File: src/rtl/smbus_cfg_pkg.sv
package smbus_cfg_pkg;

  // Strobe bundle from the bus controller to the register datapath
  typedef struct packed {
    logic       wrStb;
    logic [7:0] regPtr;
    logic [7:0] wrData;
  } ctrlStrobe_t;

  typedef enum logic [3:0] {
    ST_IDLE,
    ST_ADDR,
    ST_ADDR_ACK,
    ST_PTR,
    ST_PTR_ACK,
    ST_WDATA,
    ST_WDATA_ACK,
    ST_RDATA,
    ST_RDATA_ACK
  } busState_t;

endpackage

File: src/rtl/smbus_cfg_ctrl.sv
module smbus_cfg_ctrl
  import smbus_cfg_pkg::*;
(
  input  logic        clk,
  input  logic        rstN,
  input  logic        chipSel,
  input  logic        sclIn,
  input  logic        sdaIn,
  input  logic [6:0]  devAddr,
  input  logic [7:0]  rdData,
  output ctrlStrobe_t strobe,
  output logic        sdaOe
);

  logic      sclEff, sdaEff, sclQ, sdaQ;
  logic      sclRise, sclFall, startEv, stopEv;
  busState_t state;
  logic [7:0] shiftReg, txByte, regPtr;
  logic [3:0] bitCnt;
  logic      rwBit, masterAck, ackDrive;

  // A deselected bus looks idle-high
  assign sclEff  = chipSel ? sclIn : 1'b1;
  assign sdaEff  = chipSel ? sdaIn : 1'b1;
  assign sclRise = sclEff & ~sclQ;
  assign sclFall = ~sclEff & sclQ;
  assign startEv = sclEff & sclQ & sdaQ & ~sdaEff;
  assign stopEv  = sclEff & sclQ & ~sdaQ & sdaEff;

  always_ff @(posedge clk or negedge rstN) begin
    if (!rstN) begin
      sclQ      <= 1'b1;
      sdaQ      <= 1'b1;
      state     <= ST_IDLE;
      shiftReg  <= '0;
      txByte    <= '0;
      regPtr    <= '0;
      bitCnt    <= '0;
      rwBit     <= 1'b0;
      masterAck <= 1'b0;
      ackDrive  <= 1'b0;
    end else begin
      sclQ <= sclEff;
      sdaQ <= sdaEff;
      if (!chipSel) begin
        state    <= ST_IDLE;
        ackDrive <= 1'b0;
      end else if (startEv) begin
        state    <= ST_ADDR;
        bitCnt   <= '0;
        ackDrive <= 1'b0;
      end else if (stopEv) begin
        state    <= ST_IDLE;
        ackDrive <= 1'b0;
      end else begin
        unique case (state)
          ST_ADDR, ST_PTR, ST_WDATA: begin
            if (sclRise) begin
              shiftReg <= {shiftReg[6:0], sdaEff};
              bitCnt   <= bitCnt + 4'd1;
            end else if (sclFall && bitCnt == 4'd8) begin
              bitCnt <= '0;
              if (state == ST_ADDR) begin
                if (shiftReg[7:1] == devAddr) begin
                  rwBit    <= shiftReg[0];
                  ackDrive <= 1'b1;
                  state    <= ST_ADDR_ACK;
                end else begin
                  state <= ST_IDLE;
                end
              end else if (state == ST_PTR) begin
                regPtr   <= shiftReg;
                ackDrive <= 1'b1;
                state    <= ST_PTR_ACK;
              end else begin
                ackDrive <= 1'b1;
                state    <= ST_WDATA_ACK;
              end
            end
          end
          ST_ADDR_ACK: if (sclFall) begin
            ackDrive <= 1'b0;
            if (rwBit) begin
              txByte <= rdData;
              state  <= ST_RDATA;
            end else begin
              state <= ST_PTR;
            end
          end
          ST_PTR_ACK: if (sclFall) begin
            ackDrive <= 1'b0;
            state    <= ST_WDATA;
          end
          ST_WDATA_ACK: if (sclFall) begin
            ackDrive <= 1'b0;
            regPtr   <= regPtr + 8'd1;
            state    <= ST_WDATA;
          end
          ST_RDATA: if (sclFall) begin
            if (bitCnt == 4'd7) begin
              bitCnt <= '0;
              state  <= ST_RDATA_ACK;
            end else begin
              txByte <= {txByte[6:0], 1'b0};
              bitCnt <= bitCnt + 4'd1;
            end
          end
          ST_RDATA_ACK: begin
            if (sclRise) begin
              masterAck <= ~sdaEff;
              if (!sdaEff) regPtr <= regPtr + 8'd1;
            end else if (sclFall) begin
              if (masterAck) begin
                txByte <= rdData;
                state  <= ST_RDATA;
              end else begin
                state <= ST_IDLE;
              end
            end
          end
          default: ;
        endcase
      end
    end
  end

  assign sdaOe = ackDrive | ((state == ST_RDATA) & ~txByte[7]);

  always_comb begin
    strobe.wrStb  = chipSel & ~startEv & ~stopEv & (state == ST_WDATA)
                    & sclFall & (bitCnt == 4'd8);
    strobe.regPtr = regPtr;
    strobe.wrData = shiftReg;
  end

endmodule

File: src/rtl/smbus_cfg_regs.sv
module smbus_cfg_regs
  import smbus_cfg_pkg::*;
#(
  parameter int         NGPIO    = 3,
  parameter logic [6:0] DEF_ADDR = 7'h2C
) (
  input  logic                 clk,
  input  logic                 rstN,
  input  ctrlStrobe_t          strobe,
  input  logic [NGPIO-1:0]     gpioIn,
  output logic [6:0]           devAddr,
  output logic [7:0]           rdData,
  output logic [NGPIO*8-1:0]   gpioCfg,
  output logic [NGPIO-1:0]     gpioOut
);

  localparam logic [7:0] REG_ADDR = 8'd0;
  localparam logic [7:0] REG_SRST = 8'd1;
  localparam int         CFG_BASE = 2;
  localparam logic [7:0] REG_IN   = 8'(CFG_BASE + NGPIO);
  localparam logic [7:0] REG_OUT  = 8'(CFG_BASE + NGPIO + 1);

  logic softRst;
  assign softRst = strobe.wrStb & (strobe.regPtr == REG_SRST) & strobe.wrData[0];

  always_ff @(posedge clk or negedge rstN) begin
    if (!rstN)
      devAddr <= DEF_ADDR;
    else if (strobe.wrStb && strobe.regPtr == REG_ADDR)
      devAddr <= strobe.wrData[7:1];
  end

  always_ff @(posedge clk or negedge rstN) begin
    if (!rstN)
      gpioOut <= '0;
    else if (softRst)
      gpioOut <= '0;
    else if (strobe.wrStb && strobe.regPtr == REG_OUT)
      gpioOut <= strobe.wrData[NGPIO-1:0];
  end

  for (genvar g = 0; g < NGPIO; g++) begin : gCfg
    logic [7:0] cfgQ;
    always_ff @(posedge clk or negedge rstN) begin
      if (!rstN)
        cfgQ <= '0;
      else if (softRst)
        cfgQ <= '0;
      else if (strobe.wrStb && strobe.regPtr == 8'(CFG_BASE + g))
        cfgQ <= strobe.wrData;
    end
    assign gpioCfg[g*8 +: 8] = cfgQ;
  end

  always_comb begin
    rdData = '0;
    if (strobe.regPtr == REG_ADDR) rdData = {devAddr, 1'b0};
    if (strobe.regPtr == REG_IN)   rdData[NGPIO-1:0] = gpioIn;
    if (strobe.regPtr == REG_OUT)  rdData[NGPIO-1:0] = gpioOut;
    for (int g = 0; g < NGPIO; g++)
      if (strobe.regPtr == 8'(CFG_BASE + g)) rdData = gpioCfg[g*8 +: 8];
  end

endmodule

File: src/rtl/smbus_cfg_slave.sv
module smbus_cfg_slave
  import smbus_cfg_pkg::*;
#(
  parameter int         NGPIO    = 3,
  parameter logic [6:0] DEF_ADDR = 7'h2C
) (
  input  logic               clk,
  input  logic               rstN,
  input  logic               chipSel,
  input  logic               sclIn,
  input  logic               sdaIn,
  output logic               sdaOe,
  input  logic [NGPIO-1:0]   gpioIn,
  output logic [NGPIO*8-1:0] gpioCfg,
  output logic [NGPIO-1:0]   gpioOut
);

  ctrlStrobe_t strobe;
  logic [6:0]  devAddr;
  logic [7:0]  rdData;

  smbus_cfg_ctrl uCtrl (
    .clk     (clk),
    .rstN    (rstN),
    .chipSel (chipSel),
    .sclIn   (sclIn),
    .sdaIn   (sdaIn),
    .devAddr (devAddr),
    .rdData  (rdData),
    .strobe  (strobe),
    .sdaOe   (sdaOe)
  );

  smbus_cfg_regs #(.NGPIO(NGPIO), .DEF_ADDR(DEF_ADDR)) uRegs (
    .clk     (clk),
    .rstN    (rstN),
    .strobe  (strobe),
    .gpioIn  (gpioIn),
    .devAddr (devAddr),
    .rdData  (rdData),
    .gpioCfg (gpioCfg),
    .gpioOut (gpioOut)
  );

endmodule

File: config.mk
export PLATFORM = sky130hd
export DESIGN_NAME = smbus_cfg_slave
export DESIGN_NICKNAME = d
export VERILOG_FILES = /design/src/rtl/smbus_cfg_pkg.sv /design/src/rtl/smbus_cfg_ctrl.sv /design/src/rtl/smbus_cfg_regs.sv /design/src/rtl/smbus_cfg_slave.sv
export SDC_FILE = /design/constraint.sdc
export NUM_CORES = 1
export LEC_CHECK = 0
export BUFFER_PORTS_ARGS = -buffer_cell sky130_fd_sc_hd__buf_2
export CAP_MARGIN = 40
export CORE_MARGIN = 3
export CORE_UTILIZATION = 65
export DETAILED_ROUTE_END_ITERATION = 6
export PLACE_DENSITY = 0.95
export SYNTH_ARGS = -nofsm -noshare
export SYNTH_HDL_FRONTEND = slang
export SYNTH_HIERARCHICAL = 1
export SYNTH_SLANG_ARGS = --single-unit
File: constraint.sdc
create_clock -name clk -period 4.3 [get_ports clk]
set_input_delay 0.215 -clock clk [delete_from_list [all_inputs] [get_ports clk]]
set_output_delay 0.215 -clock clk [all_outputs]
set_load 0.01 [all_outputs]
* Word level (Yosys, flattened, before mapping)
Index checks and enable logic that the tools add are counted.
Storage, ports and cells: output and inout bits 28, input port bits 8, register bits 71
Cells by class: reduce and logical (&&, ||, !) cells 25, multiplexer cells 65, add/subtract/negate cells 2, equality and inequality tests 46, bitwise logic cells 24
Operator list (count):
- $mux 8 | 24
- $mux 4 | 18
- $pmux 8 s3 | 2
- $ne 5x2->1 const B | 8
- $eq 8x3->1 const B | 3
- $reduce_and 11->1 | 2
- $eq 4x3->1 const B | 5
- $ne 2x1->1 const B | 10
- $pmux 4 s5 | 1
- $reduce_and 5->1 | 4
- $mux 3 | 6
- $eq 8x2->1 const B | 2
- $and 1x1->1 | 15
- $mux 1 | 10
- $ne 2x2->1 const B | 5
- $ne 5x5->1 const B | 2
- $reduce_and 9->1 | 1
- $reduce_bool 3->1 | 3
- $add 8x1->8 const B | 1
- $eq 4x2->1 const B | 2
- $eq 4x4->1 const B | 2
- $eq 8x1->1 const B | 1
- $logic_not 8->1 | 1
- $ne 8x2->1 const B | 1
- 16 further kinds | 33

* Logic depth before layout (Yosys ltp)
word-level depth 13, depth in mapped cells 12, gate-level depth less buffers 10

* Cells and area by module
The synthesis kept the hierarchy.
By module, submodules not included:
- smbus_cfg_ctrl | area an instance 2426.1 um^2, seq. area each 928.4 um^2, times used 1, cells each 269
- smbus_cfg_regs | area an instance 1863.0 um^2, seq. area each 854.6 um^2, times used 1, cells each 177

* Worst setup path before layout
No wires, ideal clock.
path kind reg-to-reg, start point reg uCtrl.bitCnt[0], end point reg uRegs.gCfg[2].cfgQ[0], arrival time 2.205 ns, stages on the path, launching flop included 13, required time 4.172 ns, path slack 1.967 ns, cell sequence dfrtp_1 > inv_1 > ha_1 > and4b_1 > clkbuf_1 > nand2_1 > nor2_1 > and3_1 > nor4b_4 > and3_1 > buf_4 > nand3b_1 > o21ai_1
RTL lines:
- start: declaration | RTL line smbus_cfg_ctrl.sv:19 | logic [3:0] bitCnt;
- start signal: assignment | RTL line smbus_cfg_ctrl.sv:60 | bitCnt <= bitCnt + 4'd1;
- start signal: assignment | RTL line smbus_cfg_ctrl.sv:105 | bitCnt <= bitCnt + 4'd1;
- end signal: assignment | RTL line smbus_cfg_regs.sv:50 | cfgQ <= strobe.wrData;
- end: declaration | RTL line smbus_cfg_regs.sv:43 | logic [7:0] cfgQ;

==> impl_metrics.csv <==
group,metric,value,unit
status,run_status,"finished, final reports clean",
floorplan,die_height,87.23,µm
global_routing,final_global_route_overflow_total,0,
critical_path,worstPathArrival,3.55,ns
power,clock_power_share,30.0,%
sta,max_frequency,0.3015,GHz
logic_synthesis,postSynthCellCount,446,
sta,timing.final.crit_period,3.316,ns
sta,rsz0062_at_grt,"false",
sta,final_hold_viol_count,0,
placed_design,dp_hpwl,7.290,mm
clock_tree,worst_skew_pair.late_latency,0.35,ns
global_routing,groute.usage.overall,30.17,%
critical_path,timing_worst_setup_path_type,"reg -> reg",
floorplan,fp.dieArea,7609,µm²
clock_tree,total_cts_buffers,9,
sta,finalSetupTns,0,ns
global_routing,grt_pass1_wl,17.82,mm
power,power_leakage,2.282,nW
power,power,2.326,mW
power,internal-power,1.474,mW
layout,design.final.nets,480,
critical_path,worstSetupStartpoint,"uCtrl/sclQ",
clock_tree,ctsHtreeMaxLevel,3,
clock_tree,cts_tree,"built",
layout,areaGrowthSynthToFinish,9.422,%
sta,slew-limit-headroom,37.56,%
placed_design,place.gp.congestion,0.9256,
worst_hold_path,holdCritPathClass,"in -> reg",
logic_synthesis,synthesis.nets,457,
floorplan,floorplan.initialDensity,69.56,%
critical_path,worst-path-max-fanout,27,
detailed_routing,dr.pass1.iters,6,
flow_run,max_cap_viol_count,0,
power,p_comb_share,25.7,%
logic_synthesis,number_of_enable_flip_flop_cells_after_synthesis,0,
global_routing,grt_max_degree,40,
sta,fin_skew,0.01315,ns
detailed_routing,wl_per_cell,20.11,µm
clock_tree,ctsRootBufferMaster,"sky130_fd_sc_hd__clkbuf_8",
detailed_routing,route.detailed.vias_per_inst,6.938,
power,power_per_cell_area,495.6,nW/µm²
sta,layout_setup_ws,0.9836,ns
logic_synthesis,synth_ff_type,"sky130_fd_sc_hd__dfrtp_1",
global_routing,antenna_violations_before_repair,0,
detailed_routing,drt.antenna.violating_nets,0,
floorplan,placeableCoreArea,6166,µm²
worst_hold_path,timing.hold.worst.start,"sdaIn",
logic_synthesis,postSynth.asyncResetShare,100.0,%
floorplan,dieWidth,87.23,µm
detailed_routing,remaining_drc_errors,0,
sta,slew_violations,0,
sta,worst_pin_slew,0.9366,ns
layout,fraction_of_final_layout_cells_with_drive_strength_greater_than_1,19.66,%
floorplan,num_io_pins,36,
detailed_routing,dr.first_iter.drc_count,442,
critical_path,setup.worst_path.start_class,"flip-flop",
floorplan,placement_rows,28,
detailed_routing,via_count,3802,
clock_tree,clock_transition_at_the_registers_of_the_reported_paths,0.08,ns
layout,fillCellCount,382,
detailed_routing,totalWireLength,11.02,mm
power,sw_frac_of_total,36.62,%
placed_design,placed_cells,532,
logic_synthesis,seq_total_area_yosys,41.57,%
logic_synthesis,synthesis.yosys.warnings,6,
logic_synthesis,synth.ff_latch_count,71,
sta,setup_viol,0,
logic_synthesis,post_synth_instance_area,4289,µm²
clock_tree,tritoncts_num_sinks,71,
placed_design,dp_worst_setup_slack,1.224,ns
logic_synthesis,synth.avg_cell_area,9.617,µm²
placed_design,io_buffers,35,
global_routing,first_global_vias,3632,
critical_path,cp-end-kind,"flip-flop",
sta,post-route-period-util,77.13,%
critical_path,timing.rr.start,"uCtrl/sclQ",
layout,instances_no_fill,548,
logic_synthesis,post_synth_num_cell_types,73,
layout,number_of_antenna_cells_inserted,0,
power,sequentialPowerShare,44.3,%
critical_path,cp_data_required_time,4.53,ns
power,vdd_drop_max,0.4196,mV
power,switch_pwr,0.8518,mW
clock_tree,cts-root-to-sink-buffers,2,
==> what timing repair did <==
item                                    CTS  global route
hold endpoints to repair                 32             0
resized for setup                         0             0
buffers inserted                          0             0
hold buffers                              1             0
endpoints found under the setup margin    0             0
==> path summary, 6_finish.rpt <==
kind | to | slack (ns) | cells after the start
worst max-delay path | uRegs/gCfg[0].cfgQ[0] | 0.98 | 8
worst min-delay path | uCtrl/masterAck | 0.14 | 2
worst max register to register | uRegs/gCfg[0].cfgQ[0] | 0.98 | 8
worst min register to register | uCtrl/rwBit | 0.53 | 1
max in group asynchronous | uRegs/devAddr[5] | 2.85 | 3
min in group asynchronous | uCtrl/masterAck | 0.45 | 2
==> cell usage after synthesis, types with 5 or more instances <==
master / instances / area, µm²
sky130_fd_sc_hd__o21ai_1: 5 / 25.02
sky130_fd_sc_hd__buf_2: 10 / 50.05
sky130_fd_sc_hd__dfrtp_1: 66 / 1652
sky130_fd_sc_hd__a31oi_1: 10 / 62.56
sky130_fd_sc_hd__mux2i_1: 26 / 260.3
sky130_fd_sc_hd__o2bb2ai_1: 5 / 43.79
sky130_fd_sc_hd__nand4_1: 7 / 43.79
sky130_fd_sc_hd__a22oi_1: 6 / 45.04
sky130_fd_sc_hd__xnor2_1: 5 / 43.79
sky130_fd_sc_hd__nand4b_1: 5 / 43.79
sky130_fd_sc_hd__nand3b_1: 8 / 60.06
sky130_fd_sc_hd__dfstp_2: 5 / 131.4
sky130_fd_sc_hd__a211oi_1: 5 / 37.54
sky130_fd_sc_hd__mux2_2: 20 / 225.2
sky130_fd_sc_hd__clkbuf_1: 9 / 33.78
sky130_fd_sc_hd__nand2_1: 31 / 116.4
sky130_fd_sc_hd__inv_1: 14 / 52.55
sky130_fd_sc_hd__o21ai_0: 14 / 70.07
sky130_fd_sc_hd__nor2_1: 69 / 259.0
sky130_fd_sc_hd__nand3_1: 10 / 50.05
sky130_fd_sc_hd__a21oi_1: 17 / 85.08
==> per-stage QoR <==
stage | hold WS [ns] | utilization, % | instance area, µm²
after global routing | 0.1648 | 76.12 | 4693
final | 0.1442 | 76.12 | 4693
after global placement | 0.3019 | 71.77 | 4425
after detailed placement | 0.3190 | 71.77 | 4425
after floorplan | -0.08059 | - | 4289
after CTS | 0.1308 | 76.12 | 4693
==> state kept, by name, summed over array words and instances, names as in the netlist <==
| register | count |
|---|---|
| uRegs/gCfg.cfgQ | 24 |
| uCtrl/shiftReg | 8 |
| uCtrl/txByte | 8 |
| uCtrl/ackDrive | 1 |
| uCtrl/sdaQ | 1 |
| uCtrl/sclQ | 1 |
| uCtrl/state | 4 |
| uCtrl/regPtr | 8 |
| uRegs/devAddr | 7 |
| uCtrl/bitCnt | 4 |
| uRegs/gpioOut | 3 |
| uCtrl/masterAck | 1 |
| uCtrl/rwBit | 1 |
==> layer usage <==
metal / vias up / GRT usage (%) / wire (µm)
met3: 49 / 7.474 / 1044
li1: 1675 / - / -
met1: 1820 / 40.32 / 4398
met4: 0 / 10.46 / 266
met2: 258 / 48.10 / 5313
met5: - / 0 / 0
==> power groups by stage <==
stage | combinational [mW] | clock (mW) | sequential [mW]
2_1_floorplan | 0.566 | 0 | 0.885
3_3_place_gp | 0.543 | 0 | 1.02
3_5_place_dp | 0.570 | 0 | 1.03
4_1_cts | 0.581 | 0.702 | 1.02
5_1_grt | 0.655 | 0.725 | 1.05
6_report | 0.598 | 0.699 | 1.03
==> cell families (layout without fill, tap and decap cells) <==
logic type / Yosys count / after routing / share of synthesized area [%]
xor+xnor: 8 / 8 / 1.634
fa+ha+maj: 4 / 4 / 1.109
buf+inv: 39 / 66 / 4.492
mux: 47 / 47 / 11.58
compound gates: 96 / 96 / 15.96
flops: 71 / 71 / 41.57
simple gates: 181 / 181 / 23.66
==> cell usage in the layout, fill, tap and decap left out, types with 6 or more instances in the layout <==
master and n:
sky130_fd_sc_hd__a21oi_1 17, sky130_fd_sc_hd__mux2_2 20, sky130_fd_sc_hd__inv_1 14, sky130_fd_sc_hd__buf_2 35, sky130_fd_sc_hd__nand4_1 7, sky130_fd_sc_hd__nand3_1 10, sky130_fd_sc_hd__mux2i_1 26, sky130_fd_sc_hd__dfrtp_1 66
sky130_fd_sc_hd__a22oi_1 6, sky130_fd_sc_hd__clkbuf_8 9, sky130_fd_sc_hd__a31oi_1 10, sky130_fd_sc_hd__nand3b_1 8, sky130_fd_sc_hd__nand2_1 31, sky130_fd_sc_hd__nor2_1 69, sky130_fd_sc_hd__o21ai_0 14
==> critical path, cell delays in order, from the launching register on <==
cell and delay [ns]:
sky130_fd_sc_hd__dfstp_2 0.68, sky130_fd_sc_hd__and4b_1 0.38, sky130_fd_sc_hd__nand2_1 0.09, sky130_fd_sc_hd__nor2_1 0.19, sky130_fd_sc_hd__and3_1 0.25, sky130_fd_sc_hd__nor4b_4 0.41, sky130_fd_sc_hd__and3_1 0.86, sky130_fd_sc_hd__nand3b_1 0.23
sky130_fd_sc_hd__o21ai_1 0.11
==> layout make-up <==
class | count | area, µm² | area share, %
inverter | 14 | 52.55 | 1.120
multi-input combinational | 336 | 2313 | 49.29
tap | 75 | 93.84 | 1.999
clock inverter | 6 | 133.9 | 2.853
timing repair buffer | 37 | 192.7 | 4.106
sequential | 71 | 1783 | 37.99
clock buffer | 9 | 123.9 | 2.639
Note: power is estimated with default switching activity, not from simulation.
